==> src/rtl/spi_pkt_pkg.sv <==
package spi_pkt_pkg;
  localparam int HDR_ADDR_W = 6;
  localparam int WORD_W     = 16;
  localparam int ST_W       = 2;
  localparam int ST_ADDR    = 0;
  localparam int ST_ARB     = 1;
endpackage

==> src/rtl/spi_pkt_rx.sv <==
module spi_pkt_rx (
  input  logic       clk,
  input  logic       rst,
  input  logic       sclk,
  input  logic       mosi,
  input  logic       cs_n,
  output logic       cs_fall,
  output logic       cs_rise,
  output logic       byte_vld,
  output logic [7:0] byte_q
);
  logic [2:0] sclk_sr;
  logic [1:0] mosi_sr;
  logic [2:0] cs_sr;
  logic [2:0] bit_cnt;
  logic [6:0] shreg;
  logic       sclk_rise;
  logic       cs_low;

  assign sclk_rise = sclk_sr[1] & ~sclk_sr[2];
  assign cs_low    = ~cs_sr[1];

  always_ff @(posedge clk) begin
    if (rst) begin
      sclk_sr  <= '0;
      mosi_sr  <= '0;
      cs_sr    <= '1;
      bit_cnt  <= '0;
      shreg    <= '0;
      byte_vld <= 1'b0;
      byte_q   <= '0;
      cs_fall  <= 1'b0;
      cs_rise  <= 1'b0;
    end else begin
      sclk_sr  <= {sclk_sr[1:0], sclk};
      mosi_sr  <= {mosi_sr[0], mosi};
      cs_sr    <= {cs_sr[1:0], cs_n};
      cs_fall  <= cs_sr[2] & ~cs_sr[1];
      cs_rise  <= ~cs_sr[2] & cs_sr[1];
      byte_vld <= 1'b0;
      if (!cs_low) begin
        bit_cnt <= '0;
      end else if (sclk_rise) begin
        shreg   <= {shreg[5:0], mosi_sr[1]};
        bit_cnt <= bit_cnt + 3'd1;
        if (bit_cnt == 3'd7) begin
          byte_vld <= 1'b1;
          byte_q   <= {shreg, mosi_sr[1]};
        end
      end
    end
  end
endmodule

==> src/rtl/spi_pkt_framer.sv <==
module spi_pkt_framer
  import spi_pkt_pkg::*;
#(
  parameter int ADDR_W  = 6,
  parameter int BUF_REG = 2
) (
  input  logic              clk,
  input  logic              rst,
  input  logic              cs_fall,
  input  logic              cs_rise,
  input  logic              byte_vld,
  input  logic [7:0]        byte_in,
  input  logic              tx_busy,
  input  logic              bank_sel,
  output logic              wr_en,
  output logic              wr_bank,
  output logic [ADDR_W-1:0] wr_addr,
  output logic [WORD_W-1:0] wr_data,
  output logic              addr_err,
  output logic              arb_err
);
  localparam int DEPTH = 1 << ADDR_W;
  localparam int CNT_W = ADDR_W + 1;
  localparam logic [CNT_W-1:0] CNT_FULL = CNT_W'(DEPTH);
  localparam logic [HDR_ADDR_W-1:0] REG_ID = HDR_ADDR_W'(BUF_REG);

  logic             hdr_wait;
  logic             active;
  logic             have_hi;
  logic [7:0]       hi_q;
  logic [CNT_W-1:0] cnt;
  logic             bank_q;

  always_ff @(posedge clk) begin
    if (rst) begin
      hdr_wait <= 1'b0;
      active   <= 1'b0;
      have_hi  <= 1'b0;
      hi_q     <= '0;
      cnt      <= '0;
      bank_q   <= 1'b0;
      wr_en    <= 1'b0;
      wr_bank  <= 1'b0;
      wr_addr  <= '0;
      wr_data  <= '0;
      addr_err <= 1'b0;
      arb_err  <= 1'b0;
    end else begin
      wr_en    <= 1'b0;
      addr_err <= 1'b0;
      arb_err  <= 1'b0;
      if (cs_fall) begin
        hdr_wait <= 1'b1;
        active   <= 1'b0;
        have_hi  <= 1'b0;
        cnt      <= '0;
        bank_q   <= bank_sel;
      end else if (cs_rise) begin
        hdr_wait <= 1'b0;
        active   <= 1'b0;
        have_hi  <= 1'b0;
      end else if (byte_vld) begin
        if (hdr_wait) begin
          hdr_wait <= 1'b0;
          active   <= !byte_in[7] && (byte_in[HDR_ADDR_W-1:0] == REG_ID);
        end else if (active) begin
          if (cnt == CNT_FULL) begin
            addr_err <= 1'b1;
          end else if (!have_hi) begin
            hi_q    <= byte_in;
            have_hi <= 1'b1;
          end else begin
            have_hi <= 1'b0;
            cnt     <= cnt + 1'b1;
            if (tx_busy) begin
              arb_err <= 1'b1;
            end else begin
              wr_en   <= 1'b1;
              wr_bank <= bank_q;
              wr_addr <= cnt[ADDR_W-1:0];
              wr_data <= {hi_q, byte_in};
            end
          end
        end
      end
    end
  end


  wr_in_range_chk: assert property (@(posedge clk) disable iff (rst)
    wr_en |-> ($past(cnt) < CNT_FULL));


  busy_block_chk: assert property (@(posedge clk) disable iff (rst)
    wr_en |-> !$past(tx_busy));


  addr_restart_chk: assert property (@(posedge clk) disable iff (rst)
    cs_fall |=> (cnt == '0) && !have_hi);
endmodule

==> src/rtl/spi_pkt_banks.sv <==
module spi_pkt_banks
  import spi_pkt_pkg::*;
#(
  parameter int ADDR_W = 6
) (
  input  logic              clk,
  input  logic              wr_en,
  input  logic              wr_bank,
  input  logic [ADDR_W-1:0] wr_addr,
  input  logic [WORD_W-1:0] wr_data,
  input  logic              rd_sel,
  input  logic [ADDR_W-1:0] rd_addr,
  output logic [WORD_W-1:0] rd_data
);
  localparam int DEPTH = 1 << ADDR_W;

  logic sel_q;

  for (genvar b = 0; b < 2; b++) begin : g_bank
    logic [WORD_W-1:0] mem [DEPTH];
    logic [WORD_W-1:0] rd_q;
    always_ff @(posedge clk) begin
      if (wr_en && (wr_bank == b[0])) mem[wr_addr] <= wr_data;
      rd_q <= mem[rd_addr];
    end
  end

  always_ff @(posedge clk) sel_q <= rd_sel;

  assign rd_data = sel_q ? g_bank[1].rd_q : g_bank[0].rd_q;
endmodule

==> src/rtl/spi_pktbuf_writer.sv <==
module spi_pktbuf_writer
  import spi_pkt_pkg::*;
#(
  parameter int ADDR_W  = 6,
  parameter int BUF_REG = 2
) (
  input  logic              clk,
  input  logic              rst,
  input  logic              spi_sclk,
  input  logic              spi_mosi,
  input  logic              spi_cs_n,
  input  logic              bank_sel,
  input  logic              tx_busy,
  input  logic [ADDR_W-1:0] tx_rd_addr,
  output logic [15:0]       tx_rd_data,
  input  logic [1:0]        irq_mask,
  input  logic              status_rd,
  output logic [1:0]        status,
  output logic              irq
);
  logic              cs_fall, cs_rise, byte_vld;
  logic [7:0]        byte_q;
  logic              wr_en, wr_bank;
  logic [ADDR_W-1:0] wr_addr;
  logic [WORD_W-1:0] wr_data;
  logic              addr_err, arb_err;
  logic [ST_W-1:0]   events;

  spi_pkt_rx u_rx (
    .clk(clk), .rst(rst), .sclk(spi_sclk), .mosi(spi_mosi), .cs_n(spi_cs_n),
    .cs_fall(cs_fall), .cs_rise(cs_rise), .byte_vld(byte_vld), .byte_q(byte_q)
  );

  spi_pkt_framer #(.ADDR_W(ADDR_W), .BUF_REG(BUF_REG)) u_framer (
    .clk(clk), .rst(rst), .cs_fall(cs_fall), .cs_rise(cs_rise),
    .byte_vld(byte_vld), .byte_in(byte_q), .tx_busy(tx_busy), .bank_sel(bank_sel),
    .wr_en(wr_en), .wr_bank(wr_bank), .wr_addr(wr_addr), .wr_data(wr_data),
    .addr_err(addr_err), .arb_err(arb_err)
  );

  spi_pkt_banks #(.ADDR_W(ADDR_W)) u_banks (
    .clk(clk), .wr_en(wr_en), .wr_bank(wr_bank), .wr_addr(wr_addr),
    .wr_data(wr_data), .rd_sel(bank_sel), .rd_addr(tx_rd_addr), .rd_data(tx_rd_data)
  );

  always_comb begin
    events          = '0;
    events[ST_ADDR] = addr_err;
    events[ST_ARB]  = arb_err;
  end

  always_ff @(posedge clk) begin
    if (rst) begin
      status <= '0;
      irq    <= 1'b0;
    end else begin
      status <= (status_rd ? '0 : status) | events;
      irq    <= |(status & irq_mask);
    end
  end


  status_clr_chk: assert property (@(posedge clk) disable iff (rst)
    (status_rd && (events == '0)) |=> (status == '0));


  status_hold_chk: assert property (@(posedge clk) disable iff (rst)
    !status_rd |=> ((status & $past(status)) == $past(status)));


  irq_quiet_chk: assert property (@(posedge clk) disable iff (rst)
    ((status & irq_mask) == '0) |=> !irq);


  irq_raise_chk: assert property (@(posedge clk) disable iff (rst)
    ((status & irq_mask) != '0) |=> irq);
endmodule

==> config.mk <==
export PLATFORM = sky130hd
export DESIGN_NAME = spi_pktbuf_writer
export DESIGN_NICKNAME = d
export VERILOG_FILES = /design/src/rtl/spi_pkt_pkg.sv /design/src/rtl/spi_pkt_rx.sv /design/src/rtl/spi_pkt_framer.sv /design/src/rtl/spi_pkt_banks.sv /design/src/rtl/spi_pktbuf_writer.sv
export SDC_FILE = /design/constraint.sdc
export NUM_CORES = 2
export LEC_CHECK = 0
export ABC_AREA = 1
export BUFFER_PORTS_ARGS = -buffer_cell sky130_fd_sc_hd__buf_2
export CAP_MARGIN = 0
export CORE_ASPECT_RATIO = 1.75
export CORE_MARGIN = 5
export CORE_UTILIZATION = 57
export DETAILED_ROUTE_END_ITERATION = 16
export PLACE_DENSITY = 0.8
export SLEW_MARGIN = 10
export SYNTH_ARGS = -nofsm -noshare
export SYNTH_HDL_FRONTEND = slang
export SYNTH_SLANG_ARGS = --single-unit
==> constraint.sdc <==
create_clock -name clk -period 2.9 [get_ports clk]
set_clock_uncertainty 0.1 [all_clocks]
set_input_delay 0.145 -clock clk [delete_from_list [all_inputs] [get_ports clk]]
set_output_delay 0.145 -clock clk [all_outputs]
set_load 0.02 [all_outputs]
# Word-level counts from Yosys, hierarchy flattened
# Memory sizes are Yosys's and may differ from the RTL's. A register that Yosys moved wholly into a read port is not among the register bits.
# Index checks and enable logic that the tools add are counted.
[classes] mux=14 n_reduce_logical=19 n_addsub=2 n_eq_ne=3 bitwise_logic=18
[ops] op="$mux 16" count=1
[ops] op="$not 1->1" count=13
[ops] op="$mux 1" count=12
[ops] op="$reduce_and 8->1" count=1
[ops] op="$reduce_or 8->1" count=1
[ops] op="$add 7x1->7 const B" count=1
[ops] op="$eq 7x7->1 const B" count=1
[ops] op="$reduce_and 7->1" count=1
[ops] op="$eq 6x2->1 const B" count=1
[ops] op="$reduce_and 6->1" count=1
[ops] op="$reduce_or 2->1" count=3
[ops] op="$reduce_or 3->1" count=2
[ops] op="$reduce_or 6->1" count=1
[ops] op="$reduce_and 2->1" count=2
[ops] op="$reduce_and 4->1" count=1
[ops] op="$add 3x1->3 const B" count=1
[ops] op="$and 1x1->1" count=3
[ops] op="$eq 3x3->1 const B" count=1
[ops] op="$logic_and 1x1->1" count=3
[ops] op="$reduce_and 3->1" count=1
[ops] op="$reduce_bool 3->1" count=1
[ops] op="$and 2x2->2" count=1
[ops] op="$mux 2" count=1
[ops] op="$or 2x2->2" count=1
[ops] op="$logic_not 1->1" count=1
[totals] inputBits=16 out_inout_bits=19 ram_bits=2048 word_cells=82 n_memories=2 register_bits=78
[mem_list] name="u_banks.g_bank[0].mem" words=64 word_bits=16 read_ports=1 rd_clocked_by_memory_dff=1 wr=1 line="spi_pkt_banks.sv:20" text="logic [WORD_W-1:0] mem [DEPTH];"
[mem_list] name="u_banks.g_bank[1].mem" words=64 word_bits=16 read_ports=1 rd_clocked_by_memory_dff=1 wr=1 line="spi_pkt_banks.sv:20"

# Longest topological paths before layout
[logic_depth] depth_word=4 mapped_depth=13 depth_no_buf=9

# Modules after synthesis
# Synthesis repeated with hierarchy kept, for this count alone.
[hier_totals] hier_cells=7294 area_unflattened_um2=86566.8
[by_module_without_submodules] mod="spi_pkt_banks" seq_area_each_um2=62159.6 area_per_inst_um2=83493.8 instances=1 cells_each=6885
[by_module_without_submodules] mod="spi_pkt_framer" seq_area_each_um2=900.9 area_per_inst_um2=1925.6 instances=1 cells_each=267
[by_module_without_submodules] mod="spi_pkt_rx" seq_area_each_um2=580.6 area_per_inst_um2=1046.0 instances=1 cells_each=129
[by_module_without_submodules] mod="spi_pktbuf_writer" seq_area_each_um2=60.1 area_per_inst_um2=101.3 instances=1 cells_each=13

# Worst setup path after synthesis
# OpenSTA, ideal clock, no wires.
[synth_path] kind="reg-to-reg" startpoint="reg u_framer.wr_addr[3]" endpoint="mem u_banks.g_bank[0].mem[33][0], enable pin" setup_ps=409 path_slack_ps=146 arrival_time_ps=2245 period_less_slack_ps=2754 path_stages_with_launch=5 n_path_buf=1 required_time_ps=2391 path_cell_list="dfxtp_1 clkbuf_1 nor3_1 clkinv_1 nor3_1"
[synth_lines] item="start, declared" line="spi_pkt_framer.sv:17" text="output logic [ADDR_W-1:0] wr_addr,"
[synth_lines] item="start signal, assigned" line="spi_pkt_framer.sv:80" text="wr_addr <= cnt[ADDR_W-1:0];"
[synth_lines] item="end, declared" line="spi_pkt_banks.sv:20"
# No word-level cell before the write port.

==> flow_summary_export.csv <==
group,metric,value,unit
placement,numPlacedInstances,9103,
sta,finalSetupViolCount,0,
sta,slew_violations,0,
sta,relSlewSlack,0.2661,
placement,portBuffers,34,
synth,synth_seq_cells,2158,
worst_setup_path,ff2ff_setup_slack,0.33,ns
floorplan,initial_core_util,0.5715,
hold_path,worstHoldStart,"bank_sel",
worst_setup_path,worstPathRequired,3.57,ns
routing,drt_iter0_markers,7949,
sta,finalHoldViolations,0,
sta,tightestPinTransition,1.095,ns
sta,rsz0062_at_grt,"no",
flow_run,drv_cap,0,
placement,dp_hpwl,136900,um
synth,syn_nets,7261,
global_route,first_global_vias,57800,
floorplan,dieArea,159700,sq um
clocking,cts_root_buf,"clkbuf_16",
sta,hold_ws,0.05455,ns
synth,synth_cell_types,28,
worst_setup_path,cp-end-kind,"flop",
floorplan,die_h,524.9,um
clocking,h-tree-depth,4,
power_and_ir_drop,ir_drop,0.0004749,V
final_layout,syn2layout_area_growth,11.57,%
synth,avgSynthCellArea,11.93,sq um
synth,ys_seq_area_frac,0.7377,
floorplan,die_w,304.2,um
final_layout,fin_nets,7330,
global_route,track_usage,0.2874,
sta,period_share,0.9386,
routing,vias_per_cell,6.310,
clocking,cts_tree,"built",
routing,first_pass_iters,10,
routing,routed_wl,237500,um
worst_setup_path,critical_path.startpoint_type,"input port",
worst_setup_path,path_cells,"dlygate4sd3_1 > buf_8 > buf_12 > nand3_1 > nand2_1 > nand2_1 > nand3_1 > dlygate4sd3_1 > nand3_1 > nand2_1 > dlygate4sd3_1",
worst_setup_path,reg2reg_depth,4,
global_route,top_usage_layer,"met2",
worst_setup_path,crit_slowest_cell,"dlygate4sd3_1",
synth,synth_ff_type,"edfxtp_1",
worst_setup_path,crit_family,"buffers and inverters",
hold_path,holdPathStages,4,
power_and_ir_drop,p_leak,34.02,nW
worst_setup_path,cp_data_arrival_time,3.40,ns
floorplan,num_io_pins,35,
routing,ant_nets,0,
synth,synth_edf_count,2048,
synth,synth_most_common_cell,"nand2_1",
placement,routabilityCongestion,0.9144,
global_route,gr-usage-met3,0.04522,
final_layout,drive_above_1_share,0.1013,
outcome,status,"finished, final reports clean",
clocking,clk_pin_slew,0.07,ns
worst_setup_path,cp_max_fo,79,
clocking,clk_latency,0.83,ns
synth,synth_area_leaders,"edfxtp_1 71%, nand3_1 11%, nand2_1 10%",
synth,yosys.area.top_type_share,0.7122,
routing,drc,0,
floorplan,coreArea,151100,sq um
clocking,clock_sinks,2158,
global_route,use_met2,0.4815,
synth,ys_warn_count,0,
sta,clock.fmax,367.4,MHz
global_route,grt_pass1_wl,351900,um
final_layout,fin_util,0.6376,
global_route,grt_max_degree,117,
clocking,cts_buffers,183,
synth,netlist_top_cells_count,"2307 x nand2_1, 2048 x edfxtp_1, 1916 x nand3_1, 300 x buf_2, 120 x nor3_1",
synth,synthesis.area,86350,sq um
hold_path,hold_class,"input port to flop",
floorplan,rows,189,
sta,setup_tns,0,ns
worst_setup_path,r2r_start,"u_framer.wr_addr[2]",
worst_setup_path,r2r_end,"u_banks.g_bank[1].mem[27][4]",
sta,fin_crit,2.722,ns
global_route,met1_usage,0.3437,
final_layout,finalNonFillerCells,9457,
routing,wl_per_cell,25.12,um
worst_setup_path,path_buf_inv,5,
worst_setup_path,path_class,"input port to flop",
global_route,grt_remaining_overflow,0,
clocking,clock_path_buffers,4,
synth,async_reset_ff_frac,0,
power_and_ir_drop,p_per_area,632.5,nW/um^2
routing,vias,59670,
hold_path,hold_end,"u_framer.bank_q",
worst_setup_path,crit_path_max_incr_delay,0.58,ns
synth,synthCells,7241,
synth,yosysTopAreaCell,"edfxtp_1",
global_route,antenna_found_initial,4,
-- where the power goes --
| part | switching, mW | internal, mW | total [mW] | leakage, nW |
|---|---|---|---|---|
| clock network | 10.8 | 13.2 | 23.9 | 2.77 |
| logic | 2.40 | 0.944 | 3.34 | 12.6 |
| registers | 0.0785 | 33.6 | 33.7 | 18.7 |
| total | 13.2 | 47.7 | 60.9 | 34.0 |
-- flip-flops by register name, indices dropped and copies added (netlist names), 2 cells and up --
| register | cells |
|---|---|
| u_banks.g_bank.mem | 2048 |
| u_banks.g_bank.rd_q | 32 |
| u_framer.wr_data | 16 |
| u_framer.hi_q | 8 |
| u_rx.byte_q | 8 |
| u_framer.cnt | 7 |
| u_rx.shreg | 7 |
| u_framer.wr_addr | 6 |
| u_rx.bit_cnt | 3 |
| u_rx.cs_sr | 3 |
| u_rx.sclk_sr | 3 |
| status | 2 |
| u_rx.mosi_sr | 2 |
-- metrics by stage --
| stage | cell area, sq um | setup slack (ns) | power (mW) |
|---|---|---|---|
| 2_1_floorplan | 86350 | 0.1458 | 36.41 |
| 3_3_place_gp | 90370 | 0.3595 | 37.46 |
| 3_5_place_dp | 90370 | 0.2955 | 37.55 |
| 4_1_cts | 96340 | 0.2920 | 60.88 |
| 5_1_grt | 96340 | 0.1618 | 62.49 |
| 6_report | 96340 | 0.1781 | 60.94 |
-- tightest hold or removal path, cell delays in order --
cell and delay [ns]:
dlygate4sd3_1 0.52, buf_2 0.13, nor2_1 0.05, nor2_1 0.09
-- worst max path at each step --
stage	startpoint	depth (start not counted)	endpoint
floorplan	u_framer.wr_addr[3]	4	u_banks.g_bank[0].mem[33][0]
global placement	tx_rd_addr[0]	12	u_banks.g_bank[0].rd_q[5]
detailed placement	tx_rd_addr[0]	12	u_banks.g_bank[0].rd_q[5]
CTS	tx_rd_addr[2]	11	u_banks.g_bank[0].rd_q[0]
global route	tx_rd_addr[2]	11	u_banks.g_bank[0].rd_q[0]
finish	tx_rd_addr[2]	11	u_banks.g_bank[0].rd_q[0]
-- cell type report --
type	count	area, sq um
flip-flops and latches	2158	63760
inverters	66	281.5
multi-input cells	4530	20490
well taps	2005	2509
repair buffers	371	3601
fillers	10270	54770
diodes	2	5.005
clock inverters	86	790.8
clock buffers	239	4902
-- routing by layer --
layer | share of wire | wire (um) | up-vias
met5 | 0.000055 | 13 | -
met4 | 0.084 | 19990 | 2
met3 | 0.11 | 25740 | 905
met2 | 0.49 | 116700 | 4363
met1 | 0.32 | 75100 | 28640
li1 | - | - | 25760
-- cell usage in the layout, fill, tap and decap left out, drive strengths merged --
| cell | synthesis | routed |
|---|---|---|
| dlygate4sd3 | 0 | 27 |
| dfxtp | 110 | 110 |
| xor2 | 4 | 4 |
| bufinv | 0 | 14 |
| edfxtp | 2048 | 2048 |
| a21oi | 54 | 54 |
| or2 | 2 | 2 |
| diode | 0 | 2 |
| ha | 4 | 4 |
| xnor2 | 1 | 1 |
| nor2 | 54 | 54 |
| buf | 388 | 344 |
| clkinv | 6 | 63 |
| o21ai | 38 | 38 |
| mux2 | 16 | 16 |
| nor4 | 1 | 1 |
| clkbuf | 99 | 239 |
| nand2 | 2307 | 2307 |
| nand4 | 11 | 11 |
| inv | 60 | 66 |
| nand3 | 1917 | 1917 |
| nor3 | 121 | 121 |
| clkinvlp | 0 | 9 |
-- repair_timing --
item | 4_1_cts | 5_1_grt
setup buffers | 0 | 0
endpoints found under the hold margin | 81 | 0
resized for setup | 0 | 0
hold buffers | 27 | 0
-- cell families after synthesis --
family / synth area share
DFF: 0.7377
adders and majority gates: 0.0005796
AOI/OAI and AO/OA: 0.005332
and+or+nand+nor: 0.2220
buffers and inverters: 0.03185
xor gates and xnor gates: 0.0005071
muxes: 0.002086
No activity file was read; power rests on OpenSTA's default activity.
